### config.mk
export PLATFORM = sky130hd
export DESIGN_NAME = cs_wr_engine
export DESIGN_NICKNAME = d
export VERILOG_FILES = /design/src/rtl/cs_pkg.sv /design/src/rtl/cs_base_table.sv /design/src/rtl/cs_seq.sv /design/src/rtl/cs_wr_engine.sv
export SDC_FILE = /design/constraint.sdc
export NUM_CORES = 1
export LEC_CHECK = 0
export BUFFER_PORTS_ARGS = -buffer_cell sky130_fd_sc_hd__buf_4
export CORE_ASPECT_RATIO = 0.75
export CORE_MARGIN = 2
export CORE_UTILIZATION = 30
export DETAILED_ROUTE_END_ITERATION = 7
export SETUP_SLACK_MARGIN = 0.1
export SKIP_CTS_REPAIR_TIMING = 1
export SLEW_MARGIN = 20
export SYNTH_ARGS = -nofsm -noshare
export SYNTH_HDL_FRONTEND = slang
export SYNTH_SLANG_ARGS = --single-unit
### constraint.sdc
create_clock -name clk -period 4.37 [get_ports clk]
set_clock_uncertainty 0.2 [all_clocks]
set_input_delay 0.6555 -clock clk [delete_from_list [all_inputs] [get_ports clk]]
set_output_delay 0.6555 -clock clk [all_outputs]
set_load 0.03 [all_outputs]
### src/rtl/cs_pkg.sv
package cs_pkg;
    timeunit 1ns;
    timeprecision 1ps;

    typedef enum logic [2:0] {
        ST_IDLE,
        ST_HDR,
        ST_HDRX,
        ST_PAY,
        ST_WR,
        ST_DONE,
        ST_ERR
    } cs_state_e;

    localparam logic [7:0] OP_LUT      = 8'd1;
    localparam logic [7:0] OP_BURST    = 8'd3;
    localparam logic [7:0] OP_PAIRS    = 8'd4;
    localparam logic [7:0] OP_BASE     = 8'd8;
    localparam logic [7:0] OP_LUT_LO   = 8'd10;
    localparam logic [7:0] OP_LUT_WIDE = 8'd11;

    localparam int unsigned PORT_MAIN = 8;
    localparam int unsigned PORT_LO   = 12;
endpackage

### src/rtl/cs_base_table.sv
module cs_base_table #(
    parameter int N  = 8,
    parameter int BW = 24,
    parameter int IW = $clog2(N)
) (
    input  logic          clk,
    input  logic          rst_n,
    input  logic          we,
    input  logic [IW-1:0] slot,
    input  logic          en,
    input  logic [BW-1:0] val,
    input  logic [BW-1:0] query,
    output logic          hit
);
    timeunit 1ns;
    timeprecision 1ps;

    logic [N-1:0] vld_q, vld_d;
    logic [BW-1:0] base_q [N];
    logic [BW-1:0] base_d [N];
    logic [N-1:0] match;

    for (genvar i = 0; i < N; i++) begin : g_ent
        always_comb begin
            vld_d[i]  = vld_q[i];
            base_d[i] = base_q[i];
            if (we && slot == IW'(i)) begin
                vld_d[i]  = en;
                base_d[i] = val;
            end
        end

        always_ff @(posedge clk or negedge rst_n) begin
            if (!rst_n) begin
                vld_q[i]  <= 1'b0;
                base_q[i] <= '0;
            end else begin
                vld_q[i]  <= vld_d[i];
                base_q[i] <= base_d[i];
            end
        end

        assign match[i] = vld_q[i] && (base_q[i] == query);
    end

    assign hit = |match;
endmodule

### src/rtl/cs_seq.sv
module cs_seq
    import cs_pkg::*;
#(
    parameter int CW = 16,
    parameter int AW = 32,
    parameter int BW = 24
) (
    input  logic          clk,
    input  logic          rst_n,
    input  logic          start,
    input  logic [CW-1:0] word_count,
    input  logic [31:0]   cmd_data,
    input  logic          cmd_valid,
    output logic          cmd_ready,
    output logic [BW-1:0] base_query,
    input  logic          base_hit,
    output logic [AW-1:0] wr_addr,
    output logic [31:0]   wr_data,
    output logic          wr_valid,
    input  logic          wr_ready,
    output logic          busy,
    output logic          done,
    output logic          err,
    output logic [7:0]    err_opcode,
    output logic [CW-1:0] err_word
);
    timeunit 1ns;
    timeprecision 1ps;

    localparam int XW = CW + 3;

    typedef struct packed {
        cs_state_e     st;
        logic [CW-1:0] rem;
        logic [CW-1:0] idx;
        logic [7:0]    op;
        logic [16:0]   cnt;
        logic [1:0]    hleft;
        logic [BW-1:0] offs;
        logic [BW-1:0] poff;
        logic          ph;
        logic [BW-1:0] base;
        logic          bok;
        logic [AW-1:0] waddr;
        logic [31:0]   wdata;
        logic          done;
        logic          err;
        logic [7:0]    eop;
        logic [CW-1:0] eidx;
    } cs_reg_t;

    cs_reg_t q, d;

    logic [7:0]    op_w;
    logic [15:0]   cnt_w;
    logic [16:0]   len_p1;
    logic [16:0]   lut_words;
    logic [XW-1:0] avail;
    logic          bad;

    function automatic logic [AW-1:0] mk_addr(input logic [BW-1:0] b,
                                              input logic [BW-1:0] o,
                                              input int unsigned k);
        return AW'(b) + AW'(o) + AW'(k);
    endfunction

    always_comb begin
        d         = q;
        cmd_ready = 1'b0;
        bad       = 1'b0;
        op_w      = cmd_data[31:24];
        cnt_w     = cmd_data[15:0];
        len_p1    = {1'b0, cmd_data[15:0]} + 17'd1;
        lut_words = (op_w == OP_LUT_WIDE) ? 17'({len_p1[16:3], 1'b0})
                                          : 17'(len_p1[16:2]);
        avail     = XW'(q.rem) - XW'(1);

        case (q.st)
            ST_IDLE, ST_DONE, ST_ERR: begin
                if (start) begin
                    d.st   = ST_HDR;
                    d.rem  = word_count;
                    d.idx  = '0;
                    d.base = '0;
                    d.bok  = 1'b0;
                    d.done = 1'b0;
                    d.err  = 1'b0;
                    d.eop  = '0;
                    d.eidx = '0;
                end
            end
            ST_HDR: begin
                if (q.rem == '0) begin
                    d.st   = ST_DONE;
                    d.done = 1'b1;
                end else begin
                    cmd_ready = 1'b1;
                    if (cmd_valid) begin
                        d.rem = q.rem - 1'b1;
                        d.idx = q.idx + 1'b1;
                        d.op  = op_w;
                        d.ph  = 1'b0;
                        case (op_w)
                            OP_BASE: begin
                                if (base_hit) begin
                                    d.base = cmd_data[BW-1:0];
                                    d.bok  = 1'b1;
                                end else bad = 1'b1;
                            end
                            OP_BURST: begin
                                d.cnt   = {1'b0, cnt_w};
                                d.hleft = 2'd1;
                                d.st    = ST_HDRX;
                                if (cnt_w == '0 || XW'(cnt_w) + XW'(1) > avail) bad = 1'b1;
                            end
                            OP_PAIRS: begin
                                d.cnt = {1'b0, cnt_w};
                                d.st  = ST_PAY;
                                if (cnt_w == '0 || XW'({cnt_w, 1'b0}) > avail) bad = 1'b1;
                            end
                            OP_LUT, OP_LUT_LO, OP_LUT_WIDE: begin
                                d.cnt   = lut_words;
                                d.hleft = 2'd2;
                                d.st    = ST_HDRX;
                                if (!q.bok || XW'(lut_words) + XW'(2) > avail) bad = 1'b1;
                            end
                            default: bad = 1'b1;
                        endcase
                        if (bad) begin
                            d.st   = ST_ERR;
                            d.err  = 1'b1;
                            d.eop  = op_w;
                            d.eidx = q.idx;
                        end
                    end
                end
            end
            ST_HDRX: begin
                cmd_ready = 1'b1;
                if (cmd_valid) begin
                    d.rem   = q.rem - 1'b1;
                    d.idx   = q.idx + 1'b1;
                    d.hleft = q.hleft - 2'd1;
                    if (q.hleft == 2'd1) begin
                        d.offs = cmd_data[BW-1:0];
                        d.st   = (q.cnt == '0) ? ST_HDR : ST_PAY;
                    end
                end
            end
            ST_PAY: begin
                cmd_ready = 1'b1;
                if (cmd_valid) begin
                    d.rem   = q.rem - 1'b1;
                    d.idx   = q.idx + 1'b1;
                    d.wdata = cmd_data;
                    case (q.op)
                        OP_BURST: begin
                            d.waddr = mk_addr(q.base, q.offs, 0);
                            d.offs  = q.offs + BW'(4);
                            d.cnt   = q.cnt - 1'b1;
                            d.st    = ST_WR;
                        end
                        OP_PAIRS: begin
                            if (!q.ph) begin
                                d.poff = cmd_data[BW-1:0];
                                d.ph   = 1'b1;
                            end else begin
                                d.waddr = mk_addr(q.base, q.poff, 0);
                                d.ph    = 1'b0;
                                d.cnt   = q.cnt - 1'b1;
                                d.st    = ST_WR;
                            end
                        end
                        OP_LUT: begin
                            d.waddr = mk_addr(q.base, q.offs, PORT_MAIN);
                            d.cnt   = q.cnt - 1'b1;
                            d.st    = ST_WR;
                        end
                        OP_LUT_LO: begin
                            d.waddr = mk_addr(q.base, q.offs, PORT_LO);
                            d.cnt   = q.cnt - 1'b1;
                            d.st    = ST_WR;
                        end
                        default: begin
                            d.waddr = mk_addr(q.base, q.offs, q.ph ? PORT_MAIN : PORT_LO);
                            d.ph    = ~q.ph;
                            d.cnt   = q.cnt - 1'b1;
                            d.st    = ST_WR;
                        end
                    endcase
                end
            end
            ST_WR: begin
                if (wr_ready) d.st = (q.cnt == '0) ? ST_HDR : ST_PAY;
            end
            default: d.st = ST_IDLE;
        endcase
    end

    always_ff @(posedge clk or negedge rst_n) begin
        if (!rst_n) begin
            q    <= '0;
            q.st <= ST_IDLE;
        end else begin
            q <= d;
        end
    end

    assign base_query = cmd_data[BW-1:0];
    assign wr_valid   = (q.st == ST_WR);
    assign wr_addr    = q.waddr;
    assign wr_data    = q.wdata;
    assign busy       = !(q.st == ST_IDLE || q.st == ST_DONE || q.st == ST_ERR);
    assign done       = q.done;
    assign err        = q.err;
    assign err_opcode = q.eop;
    assign err_word   = q.eidx;


    wr_hold_chk: assert property (@(posedge clk) disable iff (!rst_n)
        wr_valid && !wr_ready |=> wr_valid && $stable(wr_addr) && $stable(wr_data));


    flag_excl_chk: assert property (@(posedge clk) disable iff (!rst_n)
        !(done && err));


    idle_fetch_chk: assert property (@(posedge clk) disable iff (!rst_n)
        !busy |-> !cmd_ready);


    err_freeze_chk: assert property (@(posedge clk) disable iff (!rst_n)
        err && !start |=> err && !busy && $stable(err_word) && $stable(err_opcode));


    rem_mono_chk: assert property (@(posedge clk) disable iff (!rst_n)
        busy |=> q.rem <= $past(q.rem));
endmodule

### src/rtl/cs_wr_engine.sv
module cs_wr_engine #(
    parameter int CW        = 16,
    parameter int AW        = 32,
    parameter int BW        = 24,
    parameter int NUM_BASES = 8,
    parameter int SW        = $clog2(NUM_BASES)
) (
    input  logic          clk,
    input  logic          rst_n,
    input  logic          start,
    input  logic [CW-1:0] word_count,
    input  logic [31:0]   cmd_data,
    input  logic          cmd_valid,
    output logic          cmd_ready,
    input  logic          cfg_we,
    input  logic [SW-1:0] cfg_slot,
    input  logic          cfg_en,
    input  logic [BW-1:0] cfg_base,
    output logic [AW-1:0] wr_addr,
    output logic [31:0]   wr_data,
    output logic          wr_valid,
    input  logic          wr_ready,
    output logic          busy,
    output logic          done,
    output logic          err,
    output logic [7:0]    err_opcode,
    output logic [CW-1:0] err_word
);
    timeunit 1ns;
    timeprecision 1ps;

    logic [BW-1:0] base_query;
    logic          base_hit;
    logic          tbl_we;

    assign tbl_we = cfg_we && !busy;

    cs_base_table #(.N(NUM_BASES), .BW(BW), .IW(SW)) u_tbl (
        .clk   (clk),
        .rst_n (rst_n),
        .we    (tbl_we),
        .slot  (cfg_slot),
        .en    (cfg_en),
        .val   (cfg_base),
        .query (base_query),
        .hit   (base_hit)
    );

    cs_seq #(.CW(CW), .AW(AW), .BW(BW)) u_seq (
        .clk        (clk),
        .rst_n      (rst_n),
        .start      (start),
        .word_count (word_count),
        .cmd_data   (cmd_data),
        .cmd_valid  (cmd_valid),
        .cmd_ready  (cmd_ready),
        .base_query (base_query),
        .base_hit   (base_hit),
        .wr_addr    (wr_addr),
        .wr_data    (wr_data),
        .wr_valid   (wr_valid),
        .wr_ready   (wr_ready),
        .busy       (busy),
        .done       (done),
        .err        (err),
        .err_opcode (err_opcode),
        .err_word   (err_word)
    );
endmodule

Word level (Yosys, flattened, before mapping)
Index checks and enable logic that the tools add are counted.
{"block": "word_totals", "reg_bits": 426, "latchBits": 0, "ram_bits": 0, "rom_bits": 0, "inputBits": 82, "out_inout_bits": 93, "word_cells": 215, "mem_count": 0}
{"block": "classes", "add_sub_neg": 14, "n_mul": 0, "n_div": 0, "magnitude_cmp": 3, "eq_ne": 51, "n_shift": 0, "muxes": 58, "n_bitwise": 2, "reduce_logical": 54}
{"op": "$pmux W32 S4", "count": 2}
{"op": "$eq A24 B24 Y1", "count": 8}
{"op": "$mux W25", "count": 6}
{"op": "$mux W35", "count": 3}
{"op": "$mux W26", "count": 4}
{"op": "$mux W24", "count": 4}
{"op": "$pmux W17 S2", "count": 2}
{"op": "$add A32 B4 Y32 const B", "count": 2}
{"op": "$mux W62", "count": 1}
{"op": "$mux W59", "count": 1}
{"op": "$pmux W26 S2", "count": 1}
{"op": "$mux W17", "count": 3}
{"op": "$add A24 B24 Y25", "count": 2}
{"op": "$pmux W25 S2", "count": 1}
{"op": "$mux W49", "count": 1}
{"op": "$pmux W24 S2", "count": 1}
{"op": "$gt A19 B19 Y1", "count": 2}
{"op": "$add A16 B1 Y17 const B", "count": 2}
{"op": "$add A32 B32 Y32", "count": 1}
{"op": "$eq A8 B4 Y1 const B", "count": 4}
{"op": "$logic_not A16 Y1", "count": 2}
{"op": "$mux W32", "count": 1}
{"op": "$add A24 B3 Y24 const B", "count": 1}
{"op": "$eq A3 B3 Y1 const B", "count": 7}
{"op": "other kinds (44)", "count": 120}

Logic depth before layout (Yosys ltp)
Gate-level depths: netlist of run 1.
{"block": "logic_depth", "depth_word": 14, "depth_mapped": 23, "depth_no_buf": 21}

Hierarchy
Synthesis of run 1 repeated with hierarchy kept, for this count alone.
{"block": "hier_totals", "cells_unflattened": 2839, "area_unflattened_um2": 26969.6}
{"module": "cs_seq", "n_inst": 1, "cells_per_inst": 2115, "area_each_um2": 17164.0, "seq_area_each_um2": 5505.3}
{"module": "cs_base_table", "n_inst": 1, "cells_per_inst": 723, "area_each_um2": 9791.9, "seq_area_each_um2": 5004.8}
{"module": "cs_wr_engine", "n_inst": 1, "cells_per_inst": 1, "area_each_um2": 13.8, "seq_area_each_um2": 0.0}

Least setup slack after synthesis of run 1
No wires, ideal clock.
{"block": "synth_timing", "path_kind": "input -> register", "start": "input port cmd_data[1]", "end": "register u_seq.q, in the netlist u_seq.err_word[10]", "setup_time_ns": 0.146, "arrival_time_ns": 5.175, "required_time_ns": 4.024, "path_slack_ns": -1.151, "cell_stages": 22, "cell_sequence": "clkbuf_1 -> clkbuf_1 -> and3_1 -> nand3_1 -> xnor2_1 -> nand3_1 -> nor3b_1 -> nand3_1 -> or3_1 -> xnor2_1 -> ha_1 -> a21o_1 -> a21o_1 -> a21oi_1 -> o21ai_0 -> a21o_1 -> a21oi_1 -> o21ai_0 -> a211oi_1 -> nor2_1 -> clkbuf_1 -> mux2i_1"}
{"block": "synth_between", "elab_chain_cells": 12}
{"item": "start, declared", "line_no": "cs_wr_engine.sv:12", "source": "input logic [31:0] cmd_data,"}
{"item": "$add A16 B1 Y17", "line_no": "cs_seq.sv:73, cs_seq.sv:114"}
{"item": "$mux W1", "line_no": "cs_seq.sv:74", "source": "lut_words = (op_w == OP_LUT_WIDE) ? 17'({len_p1[16:3], 1'b0})"}
{"item": "$add A15 B2 Y16", "line_no": "cs_seq.sv:125", "source": "if (!q.bok || XW'(lut_words) + XW'(2) > avail) bad = 1'b1;"}
{"item": "$gt A19 B19 Y1", "line_no": "cs_seq.sv:125"}
{"item": "$logic_or A1 B1 Y1", "line_no": "cs_seq.sv:125"}
{"item": "$mux W1", "line_no": "cs_seq.sv:125"}
{"item": "$pmux W1 S4 *", "line_no": "cs_seq.sv:103", "source": "case (op_w)"}
{"item": "$mux W1 *", "line_no": "cs_seq.sv:98", "source": "if (cmd_valid) begin"}
{"item": "$mux W1 *", "line_no": "cs_seq.sv:93", "source": "if (q.rem == '0) begin"}
{"item": "$mux W1 *", "line_no": "cs_seq.sv:78", "source": "case (q.st)"}
{"item": "$ne A2 B1 Y1 (no source line) *"}
{"item": "$reduce_and A5 Y1 (no source line) *"}
{"item": "end, declared", "line_no": "cs_seq.sv:52", "source": "cs_reg_t q, d;"}
Mark *: on every way between the ends. The rest lies on a longest branch, timed or not. The select of a mux whose other input is x is not followed.
A chain may end at the register's enable or synchronous reset.

Worst setup path after layout of run 1
{"block": "layout_timing", "start": "register u_seq.q[91] (netlist bit)", "end": "register u_seq.q, in the netlist u_seq.wr_addr[24]"}
{"block": "layout_between", "elab_chain_cells": 3}
{"item": "$add A24 B24 Y25", "line_no": "cs_seq.sv:64", "source": "return AW'(b) + AW'(o) + AW'(k);"}
{"item": "$add A32 B32 Y32, or another cell as far along", "line_no": "cs_seq.sv:64"}
{"item": "$pmux W32 S4 *", "line_no": "cs_seq.sv:156", "source": "case (q.op)"}
Marks and branches as above.

==> key figures, run 1 <==
Route
  • Vias per inst: 5.16
  • Met2 WL: 33.4 mm
  • DR WL/cell: 20.6 um
  • Antenna Nets Post-Route: 0
  • # DRC: 0
  • DR iter-0 viols: 2012
  • Pre-Repair DR Iteration Count: 6
  • Met1 Wirelength: 42.9 mm
  • Detailed-route wire length: 83.9 mm
  • Max Used Layer: met5
  • Met3 wire len: 6.16 mm
  • Total number of vias: 20996

Logic synthesis
  • Async set-reset flop share out of synthesis: 1.00
  • Mapped Area: 25800 um2
  • Cells after Synth: 2672
  • Yosys warning total: 0
  • #FFs+latches synth: 420
  • Register area share after synthesis: 0.408
  • Ys flop type: dfrtp_1
  • Number of synthesized flops with an enable pin: 0
  • Syn Area/Cell: 9.64 um2
  • Library cells used by synthesis: 76

Final layout
  • Post-layout util: 0.364
  • Final nets: 3087
  • Area grow syn2layout: 20.8%
  • Fillers: 8619
  • Most common cell after layout, fill and taps aside: dfrtp_1
  • Commonest non-fill, non-tap cells in the layout: 420 x dfrtp_1, 366 x buf_4, 255 x nand2_1
  • N_diodes: 0
  • Layout cells sized above 1: 0.262

Global route
  • Total GRT Usage: 0.186
  • Initial antenna violation count: 1
  • First-pass GRT wire length: 127 mm
  • Largest net degree at the start of global routing: 81
  • Vias in the first global route: 19954
  • GR Overflow Total: 0

STA
  • Final Hold Fails: 0
  • Final setup vio count: 0
  • Final Cycle Share: 0.957
  • Worst slew margin: 0.256
  • FMAX: 239 MHz
  • Setup tns final: 0 ns
  • Final Critical Period: 4.18 ns
  • Slew Limit Fails: 0
  • Slew @ Worst Pin: 1.11 ns
  • RSZ-0062 raised after global routing: true

Worst hold path
  • Worst Hold Class: in2reg

Worst setup path
  • CP Launch Type: flop
  • Worst path top cell family by delay: compound AO/OA/AOI/OAI gates
  • Arrival @ worst endpoint: 4.46 ns
  • Crit path largest cell delay: 0.58 ns
  • CP cell instances: ha_1 -> fa_2 -> a211oi_4 -> o21ai_2 -> a211oi_2 -> o21ai_1 -> xor2_2 -> nand3_1 -> or4_1 -> o41ai_2 -> o2111ai_1 -> o32a_1
  • Critical path class: reg2reg
  • CP Capture Type: flop
  • Slowest CP cell: or4_1
  • Buf/Inv on CP: 0
  • Worst Path Required: 4.65 ns
  • Crit Path Max Fanout: 4

CTS
  • Htree depth: 2
  • Worst-skew pair later-pin latency: 0.63 ns
  • CTS tree: built
  • CTS buffer count: 47
  • Root Buffer: clkbuf_16
  • Clk slew on worst S/H paths: 0.07 ns
  • CTS sink cnt: 420
  • Clock buffer depth: 3

Power and ir drop
  • Leakage: 13.8 nW
  • Internal power: 12.6 mW
  • Logic pwr share: 0.495
  • Peak supply drop: 0.367 mV
  • Sequential power share: 0.314
  • Power per standard cell area: 703 nW/um2
  • Psw: 9.32 mW
  • Net Sw Frac: 0.426
  • Clock power share: 0.191

Place
  • RePlAce Congestion: 0.899
  • Port Buffers: 168
  • Post-DP HPWL: 60.5 mm

Run status
  • Status: finished clean

Die
  • Starting Density: 0.302
  • Die Y: 258 um
  • Die width: 342 um
  • Core Footprint: 85400 um2
  • Std-Cell Rows: 93
  • I/O pin total: 175
  • Total Die Area: 88200 um2

Run
  • MaxCap Viol Count: 0
sequential cells by signal, indices dropped and copies added, names as in the netlist:
register and cells:
u_tbl.base_q 192, u_seq.q 136, u_seq.wr_data 32, u_seq.wr_addr 26
u_seq.err_word 16, u_seq.err_opcode 8, u_tbl.vld_q 8, u_seq.done 1
u_seq.err 1
worst paths after layout:
path,slack [ns],to,from,depth (start not counted)
max in group asynchronous,2.62,u_tbl.base_q[118],rst_n,3
hold reg to reg,0.28,u_seq.wr_addr[8],u_seq.wr_addr[8],2
setup / recovery,0.19,u_seq.wr_addr[24],u_seq.q[91],12
hold / removal,0.06,u_seq.wr_data[30],cmd_data[30],3
setup reg to reg,0.19,u_seq.wr_addr[24],u_seq.q[91],12
min in group asynchronous,0.42,u_seq.wr_addr[3],rst_n,2
routing by layer:
metal	vias up	GRT usage
met3	87	0.0332
met1	10404	0.298
met5	-	0
met4	2	0.0351
li1	9806	-
met2	697	0.255
cell type report:
cell class	instances	area, um2	share of cell area
clock buffer	63	1310	0.0420
clock inverter	21	300	0.00965
inverter	87	327	0.0105
multi-input combinational	1950	14200	0.455
sequential	420	10500	0.338
tap	1140	1430	0.0458
timing repair buffer	385	3080	0.0991
logic make-up after synthesis:
group / share of synthesized area
fa+ha+maj: 0.0560
other cells: 0.000146
mux: 0.108
compound gates: 0.121
xor+xnor: 0.105
buf+inv: 0.0585
simple gates: 0.143
flops: 0.408
cells in the mapped netlist, drive strengths merged (87+ instances only):
| cell type | number | area [um2] |
|---|---|---|
| nor2 | 169 | 634 |
| xor2 | 134 | 1170 |
| dfrtp | 420 | 10500 |
| nand2 | 257 | 965 |
| a21oi | 119 | 599 |
| ha | 112 | 1400 |
| o21ai | 167 | 840 |
| mux2 | 227 | 2560 |
| xnor2 | 175 | 1530 |
| inv | 87 | 327 |
| clkbuf | 105 | 394 |
| buf | 117 | 786 |
tightest hold or removal path, stage by stage:
cell	delay (ns)
buf_4	0.09
nand2_1	0.04
nand2_1	0.05
power groups by stage:
stage                     logic [mW]  clock network, mW  registers [mW]
final                           10.8               4.18            6.87
after global routing            11.9               4.43            7.08
after CTS                       10.5               4.29            6.84
after detailed placement        10.5                  0            6.89
after global placement          10.4                  0            6.83
after floorplan                 7.59                  0            6.50
metrics by stage:
| stage | cell area, um2 | setup WS (ns) | hold WS (ns) | std cells | power [mW] |
|---|---|---|---|---|---|
| detailed placement | 29100 | -0.693 | 0.268 | 3966 | 17.4 |
| CTS | 30700 | -0.158 | -0.148 | 4050 | 21.7 |
| finish | 31100 | 0.188 | 0.0596 | 4066 | 21.9 |
| floorplan | 26000 | -0.315 | 0.160 | 2678 | 14.1 |
| global route | 31100 | 0.0551 | 0.0466 | 4066 | 23.4 |
| global placement | 29100 | -0.689 | 0.264 | 3966 | 17.2 |
No activity file was read; power rests on OpenSTA's default activity.
==> run 2: changes to the inputs <==
--- a/config.mk
+++ b/config.mk
@@ -10,6 +10,7 @@
 export CORE_MARGIN = 2
 export CORE_UTILIZATION = 30
 export DETAILED_ROUTE_END_ITERATION = 7
+export PLACE_DENSITY_LB_ADDON = 0.1
 export SETUP_SLACK_MARGIN = 0.1
 export SKIP_CTS_REPAIR_TIMING = 1
 export SLEW_MARGIN = 20
==> run 2 against run 1 <==
Final cell count about the same. Critical endpoint is now u_seq.err_opcode[3]. Sequential cell count did not move. Highest routed layer is now met4. Global-route usage increased by 1.5 points. Design area increased by 0.57%. Non-clock buffer count decreased by 3. Combinational power about the same. Largest power group unchanged. Sequential power about the same. Utilization grew 0.21 points. Power grew 1.8%. Critical path depth grew 13.
==> key figures, run 2 (synthesized netlist as in run 1, its figures left out) <==
Worst setup path
  • Crit path largest cell delay: 0.39 ns (-0.19 ns)
  • Worst path top cell family by delay: compound AO/OA/AOI/OAI gates
  • Buf/Inv on CP: 5 (+5)
  • Crit Path Max Fanout: 8 (+4)
  • Reg2Reg Setup Slack: 0.21 ns (+0.02 ns)
  • CP Capture Type: flop
  • Arrival @ worst endpoint: 4.49 ns (+0.03 ns)
  • Reg2reg end: u_seq.err_opcode[3]
  • Critical path class: in2reg
  • CP Launch Type: input pin
  • Worst Path Required: 4.65 ns (about the same)
  • Slowest CP cell: or3_4
  • Worst R2R Start: u_seq.q[218]
  • R2R cell count: 16 (+4)

Die
  • Die Y: 258 um (unchanged)
  • Starting Density: 0.302 (unchanged)
  • Die width: 342 um (unchanged)
  • Std-Cell Rows: 93 (unchanged)
  • Core Footprint: 85400 um2 (unchanged)
  • Total Die Area: 88200 um2 (unchanged)
  • I/O pin total: 175 (unchanged)

Final layout
  • Most common cell after layout, fill and taps aside: dfrtp_1
  • Non-filler cells, final: 4069 (+0.074%)
  • Area grow syn2layout: 21.5%
  • N_diodes: 0 (unchanged)
  • Largest register FFs: 192 (unchanged)
  • Fillers: 8677 (+0.67%)
  • Commonest non-fill, non-tap cells in the layout: 420 x dfrtp_1, 365 x buf_4, 255 x nand2_1
  • Final nets: 3085 (-0.065%)
  • Reg with most FFs: u_tbl.base_q
  • Layout cells sized above 1: 0.266 (+0.00349)

STA
  • Final setup vio count: 0 (unchanged)
  • Setup WS post-layout: 0.161 ns (-0.0272 ns)
  • Slew Limit Fails: 0 (unchanged)
  • Final Cycle Share: 0.963 (+0.00623)
  • Final Critical Period: 4.21 ns (+0.0272 ns)
  • Slew @ Worst Pin: 0.946 ns (-0.165 ns)
  • RSZ-0062 raised after global routing: true
  • Hold WS: 0.0701 ns (+0.0105 ns)
  • Final Hold Fails: 0 (unchanged)
  • Worst slew margin: 0.364 (+0.108)
  • FMAX: 238 MHz (-0.65%)

Worst hold path
  • Min-Delay Endpoint: u_seq.wr_data[31]
  • Start point of the worst hold path: cmd_data[31]
  • Worst Hold Class: in2reg
  • Hold path cells: 3 (unchanged)

Power and ir drop
  • Peak supply drop: 0.330 mV (-9.9%)
  • Leakage: 13.9 nW (+0.73%)
  • Power per standard cell area: 712 nW/um2 (+1.2%)

Global route
  • GR Overflow Total: 0 (unchanged)
  • Total GRT Usage: 0.201 (+0.0154)
  • Met2 GRT Util: 0.303 (+0.0480)
  • Initial antenna violation count: 1 (unchanged)
  • GRT met1 Usage: 0.302 (+0.00426)
  • Global routing's busiest layer: met2
  • Vias in the first global route: 20941 (+4.9%)
  • First-pass GRT wire length: 135 mm (+6.9%)
  • Largest net degree at the start of global routing: 78 (-3.7%)
  • GR Util met3: 0.0292 (-0.00398)

CTS
  • CTS tree: built
  • Clock buffer depth: 3 (unchanged)
  • Htree depth: 2 (unchanged)
  • Worst-skew pair later-pin latency: 0.64 ns (about the same)
  • CTS sink cnt: 420 (unchanged)
  • Clk slew on worst S/H paths: 0.06 ns (about the same)
  • Root Buffer: clkbuf_16
  • CTS buffer count: 49 (+4.3%)

Place
  • DP Worst Slack: -0.506 ns (+0.187 ns)
  • Port Buffers: 168 (unchanged)
  • RePlAce Congestion: 0.860 (-4.3%)
  • Placed cells: 3963 (-0.076%)
  • Post-DP HPWL: 65.8 mm (+8.7%)

Route
  • Antenna Nets Post-Route: 0 (unchanged)
  • Total number of vias: 20838 (-0.75%)
  • Vias per inst: 5.12 (-0.83%)
  • DR iter-0 viols: 1397 (-31%)
  • DR WL/cell: 22.1 um (+7.1%)
  • Detailed-route wire length: 89.9 mm (+7.2%)
  • Pre-Repair DR Iteration Count: 5 (-1)
  • # DRC: 0 (unchanged)

Run
  • MaxCap Viol Count: 0 (unchanged)

Run status
  • Status: finished clean
-- run 2: through the flow --
| step | total power [mW] | instance area [um2] | util | TNS, ns |
|---|---|---|---|---|
| floorplan | 14.1 | 26000 | - | -6.46 |
| global placement | 17.2 | 29000 | 0.340 | -11.27 |
| detailed placement | 17.4 | 29000 | 0.340 | -12.76 |
| CTS | 22.3 | 30900 | 0.361 | 0 |
| global route | 23.9 | 31300 | 0.366 | -0.573 |
| finish | 22.3 | 31300 | 0.366 | 0 |
-- run 2: tightest hold or removal path: cells and delay by family --
family	cells	cell delay [ns]
AND/OR/NAND/NOR	2	0.09
buffers and inverters	1	0.10
-- run 2: metal layers --
layer  vias to the layer above  wire length (um)
met2                       454             38800
met1                     10492             45700
met5                         -                 0
li1                       9799                 -
met3                        93              3840
met4                         0              1640
-- run 2: area by class of cell --
class                      count  area (um2)  share of cell area
multi-input combinational   1949       14200               0.453
sequential                   420       10500               0.336
inverter                      87         327              0.0104
tap                         1140        1430              0.0456
timing repair buffer         382        3030              0.0967
clock inverter                22         428              0.0137
clock buffer                  69        1410              0.0451
-- run 2: power breakdown --
part | leakage [nW] | internal [mW] | switching (mW)
Sequential | 5.38 | 5.54 | 1.32
Combinational | 7.66 | 4.57 | 6.15
Clock | 0.886 | 2.81 | 1.88
Total | 13.9 | 12.9 | 9.35
-- run 2: worst max-delay path by stage --
stage	start	end	cells past startpoint
5_1_grt	cmd_data[3]	u_seq.err_opcode[3]	23
2_1_floorplan	cmd_data[2]	u_seq.err	22
3_3_place_gp	cmd_data[0]	u_seq.err	24
3_5_place_dp	cmd_data[4]	u_seq.err	23
6_report	cmd_data[0]	u_seq.err_opcode[3]	25
4_1_cts	u_seq.q[212]	u_seq.err	18
==> run 3: changes to the inputs <==
==> constraint.sdc (replaced) <==
create_clock -name clk -period 5.2 [get_ports clk]
set_clock_uncertainty 0.2 [all_clocks]
set_input_delay 0.78 -clock clk [delete_from_list [all_inputs] [get_ports clk]]
set_output_delay 0.78 -clock clk [all_outputs]
set_load 0.03 [all_outputs]
==> run 3 against run 2 <==
Worst hold slack improved by 0.10 ns. Utilization decreased by 1.7 points. Sequential share of layout area increased by 1.7 points. Critical path type unchanged. Sequential cell count unchanged. Register-to-register slack improved by 0.31 ns. Worst setup slack improved by 0.27 ns. Clock power decreased by 29%.
==> key figures, run 3 (synthesized netlist as in run 1, its figures left out) <==
Worst setup path
  • Buf/Inv on CP: 4 (-1)
  • Worst Path Required: 5.54 ns (+0.89 ns)
  • CP Launch Type: input pin
  • R2R cell count: 12 (-4)
  • CP cell instances: buf_4 -> ha_1 -> nand3_1 -> xor2_1 -> buf_4 -> nor3_2 -> nand3_1 -> nor3b_2 -> nand3_1 -> or3_1 -> xnor2_1 -> ha_1 -> a21o_1 -> a21o_1 -> a21oi_1 -> o21ai_0 -> a21o_1 -> a21oi_1 -> o21ai_0 -> a211oi_2 -> buf_4 -> buf_4 -> nand3b_1 -> a221oi_2
  • Arrival @ worst endpoint: 5.11 ns (+0.62 ns)
  • Crit path depth: 24 (-4.0%)
  • Crit path largest cell delay: 0.38 ns (about the same)
  • Crit Path Max Fanout: 5 (-3)
  • CP dominant cell by count: buf_4
  • CP Capture Type: flop
  • Slowest CP cell: or3_1
  • Critical path class: in2reg
  • Worst path top cell family by delay: compound AO/OA/AOI/OAI gates

Run
  • MaxCap Viol Count: 0 (unchanged)

Power and ir drop
  • Sequential power share: 0.330 (+0.022)
  • Logic pwr share: 0.480 (about the same)
  • Internal power: 10.0 mW (-22%)
  • Leakage: 13.2 nW (-5.3%)
  • Clock power share: 0.190 (-0.021)
  • Net Sw Frac: 0.432 (+0.0123)
  • Peak supply drop: 0.303 mV (-8.2%)
  • Power per standard cell area: 592 nW/um2 (-17%)
  • Psw: 7.63 mW (-18%)

Global route
  • Vias in the first global route: 20890 (-0.24%)
  • Initial antenna violation count: 4 (+3)
  • Largest net degree at the start of global routing: 109 (+40%)
  • GR Overflow Total: 0 (unchanged)
  • First-pass GRT wire length: 135 mm (-0.29%)
  • Total GRT Usage: 0.200 (-0.000819)

Final layout
  • Layout cells sized above 1: 0.217 (-0.0487)
  • Area grow syn2layout: 15.8%
  • Post-route cell area: 29800 um2 (-4.7%)
  • Commonest non-fill, non-tap cells in the layout: 420 x dfrtp_1, 276 x buf_4, 256 x nand2_1
  • Final nets: 2986 (-3.2%)
  • Non-filler cells, final: 3968 (-2.5%)
  • Reg with most FFs: u_tbl.base_q
  • Largest register FFs: 192 (unchanged)
  • Most common cell after layout, fill and taps aside: dfrtp_1

Route
  • Antenna Nets Post-Route: 0 (unchanged)
  • DR WL/cell: 22.4 um (+1.3%)
  • Total number of vias: 20488 (-1.7%)
  • DR iter-0 viols: 1456 (+4.2%)
  • Vias per inst: 5.16 (+0.82%)
  • # DRC: 0 (unchanged)
  • Pre-Repair DR Iteration Count: 8 (+3)
  • Detailed-route wire length: 88.8 mm (-1.3%)

CTS
  • Clk slew on worst S/H paths: 0.06 ns (about the same)
  • CTS sink cnt: 420 (unchanged)
  • Clock buffer depth: 3 (unchanged)
  • CTS tree: built
  • Root Buffer: clkbuf_16
  • Htree depth: 2 (unchanged)
  • Worst-skew pair later-pin latency: 0.64 ns (about the same)
  • CTS buffer count: 49 (unchanged)

Place
  • Port Buffers: 168 (unchanged)
  • Placed cells: 3878 (-2.1%)
  • RePlAce Congestion: 0.839 (-2.5%)
  • Area of placed instances: 28300 um2 (-2.6%)
  • Post-DP HPWL: 64.4 mm (-2.0%)

STA
  • Final Critical Period: 4.77 ns
  • Final Hold Fails: 0 (unchanged)
  • Slew @ Worst Pin: 1.08 ns (+0.137 ns)
  • Slew Limit Fails: 0 (unchanged)
  • RSZ-0062 raised after global routing: false
  • Worst slew margin: 0.275 (-0.0895)
  • Final setup vio count: 0 (unchanged)
  • Final Cycle Share: 0.917
  • FMAX: 210 MHz

Die
  • Total Die Area: 88200 um2 (unchanged)
  • Std-Cell Rows: 93 (unchanged)
  • Die width: 342 um (unchanged)
  • Core Footprint: 85400 um2 (unchanged)
  • Starting Density: 0.302 (unchanged)
  • I/O pin total: 175 (unchanged)
  • Die Y: 258 um (unchanged)

Run status
  • Status: finished clean

Worst hold path
  • Hold path cells: 3 (unchanged)
  • Worst Hold Class: in2reg
run 3: cell type report:
type	count	area [um2]
Antenna cell	2	5.00
Clock buffer	76	1390
Clock inverter	11	133
Fill cell	8832	55600
Inverter	87	327
Multi-Input combinational cell	1949	13800
Sequential cell	420	10500
Tap cell	1140	1430
Timing Repair Buffer	283	2200
run 3: worst paths after layout:
| path | from | end | slack, ns |
|---|---|---|---|
| setup / recovery | cmd_data[1] | u_seq.q[223] | 0.43 |
| max in group asynchronous | rst_n | u_seq.q[139] | 3.04 |
| min in group asynchronous | rst_n | u_seq.q[218] | 0.49 |
| setup reg to reg | u_seq.q[91] | u_seq.wr_addr[24] | 0.52 |
| hold reg to reg | u_seq.wr_addr[25] | u_seq.wr_addr[25] | 0.27 |
| hold / removal | cmd_data[28] | u_seq.wr_data[28] | 0.17 |
run 3: worst register-to-register path: stages (launching register included):
cell       delay, ns
dfrtp_1         0.41
ha_1            0.26
fa_1            0.43
a211oi_1        0.39
o21ai_2         0.16
a21oi_1         0.25
o31ai_1         0.11
a211oi_2        0.42
nand3_2         0.25
or4_1           0.72
o41ai_1         0.38
o2111ai_1       0.17
o32a_1          0.37
run 3: power groups by stage:
stage,Clock [mW],Combinational [mW],Sequential [mW]
5_1_grt,3.61,9.40,6.03
2_1_floorplan,0,6.36,5.47
6_report,3.35,8.48,5.82
3_3_place_gp,0,8.37,5.83
3_5_place_dp,0,8.46,5.88
4_1_cts,3.47,8.51,5.83
run 3: metrics by stage:
step	setup TNS (ns)	util	power, mW	hold slack [ns]	worst slack [ns]
floorplan	0	-	11.8	0.240	0.132
global placement	-5.10	0.331	14.2	0.255	-0.232
detailed placement	-3.97	0.331	14.3	0.265	-0.191
CTS	0	0.349	17.8	0.000770	0.408
global route	0	0.349	19.0	0.156	0.125
finish	0	0.349	17.7	0.170	0.429
run 3: per-layer routing:
layer | GRT usage | part of all wire | vias to the layer above
li1 | - | - | 9629
met1 | 0.306 | 0.51 | 10343
met2 | 0.306 | 0.43 | 434
met3 | 0.0227 | 0.042 | 82
met4 | 0.0342 | 0.013 | 0
met5 | 0 | 0 | -
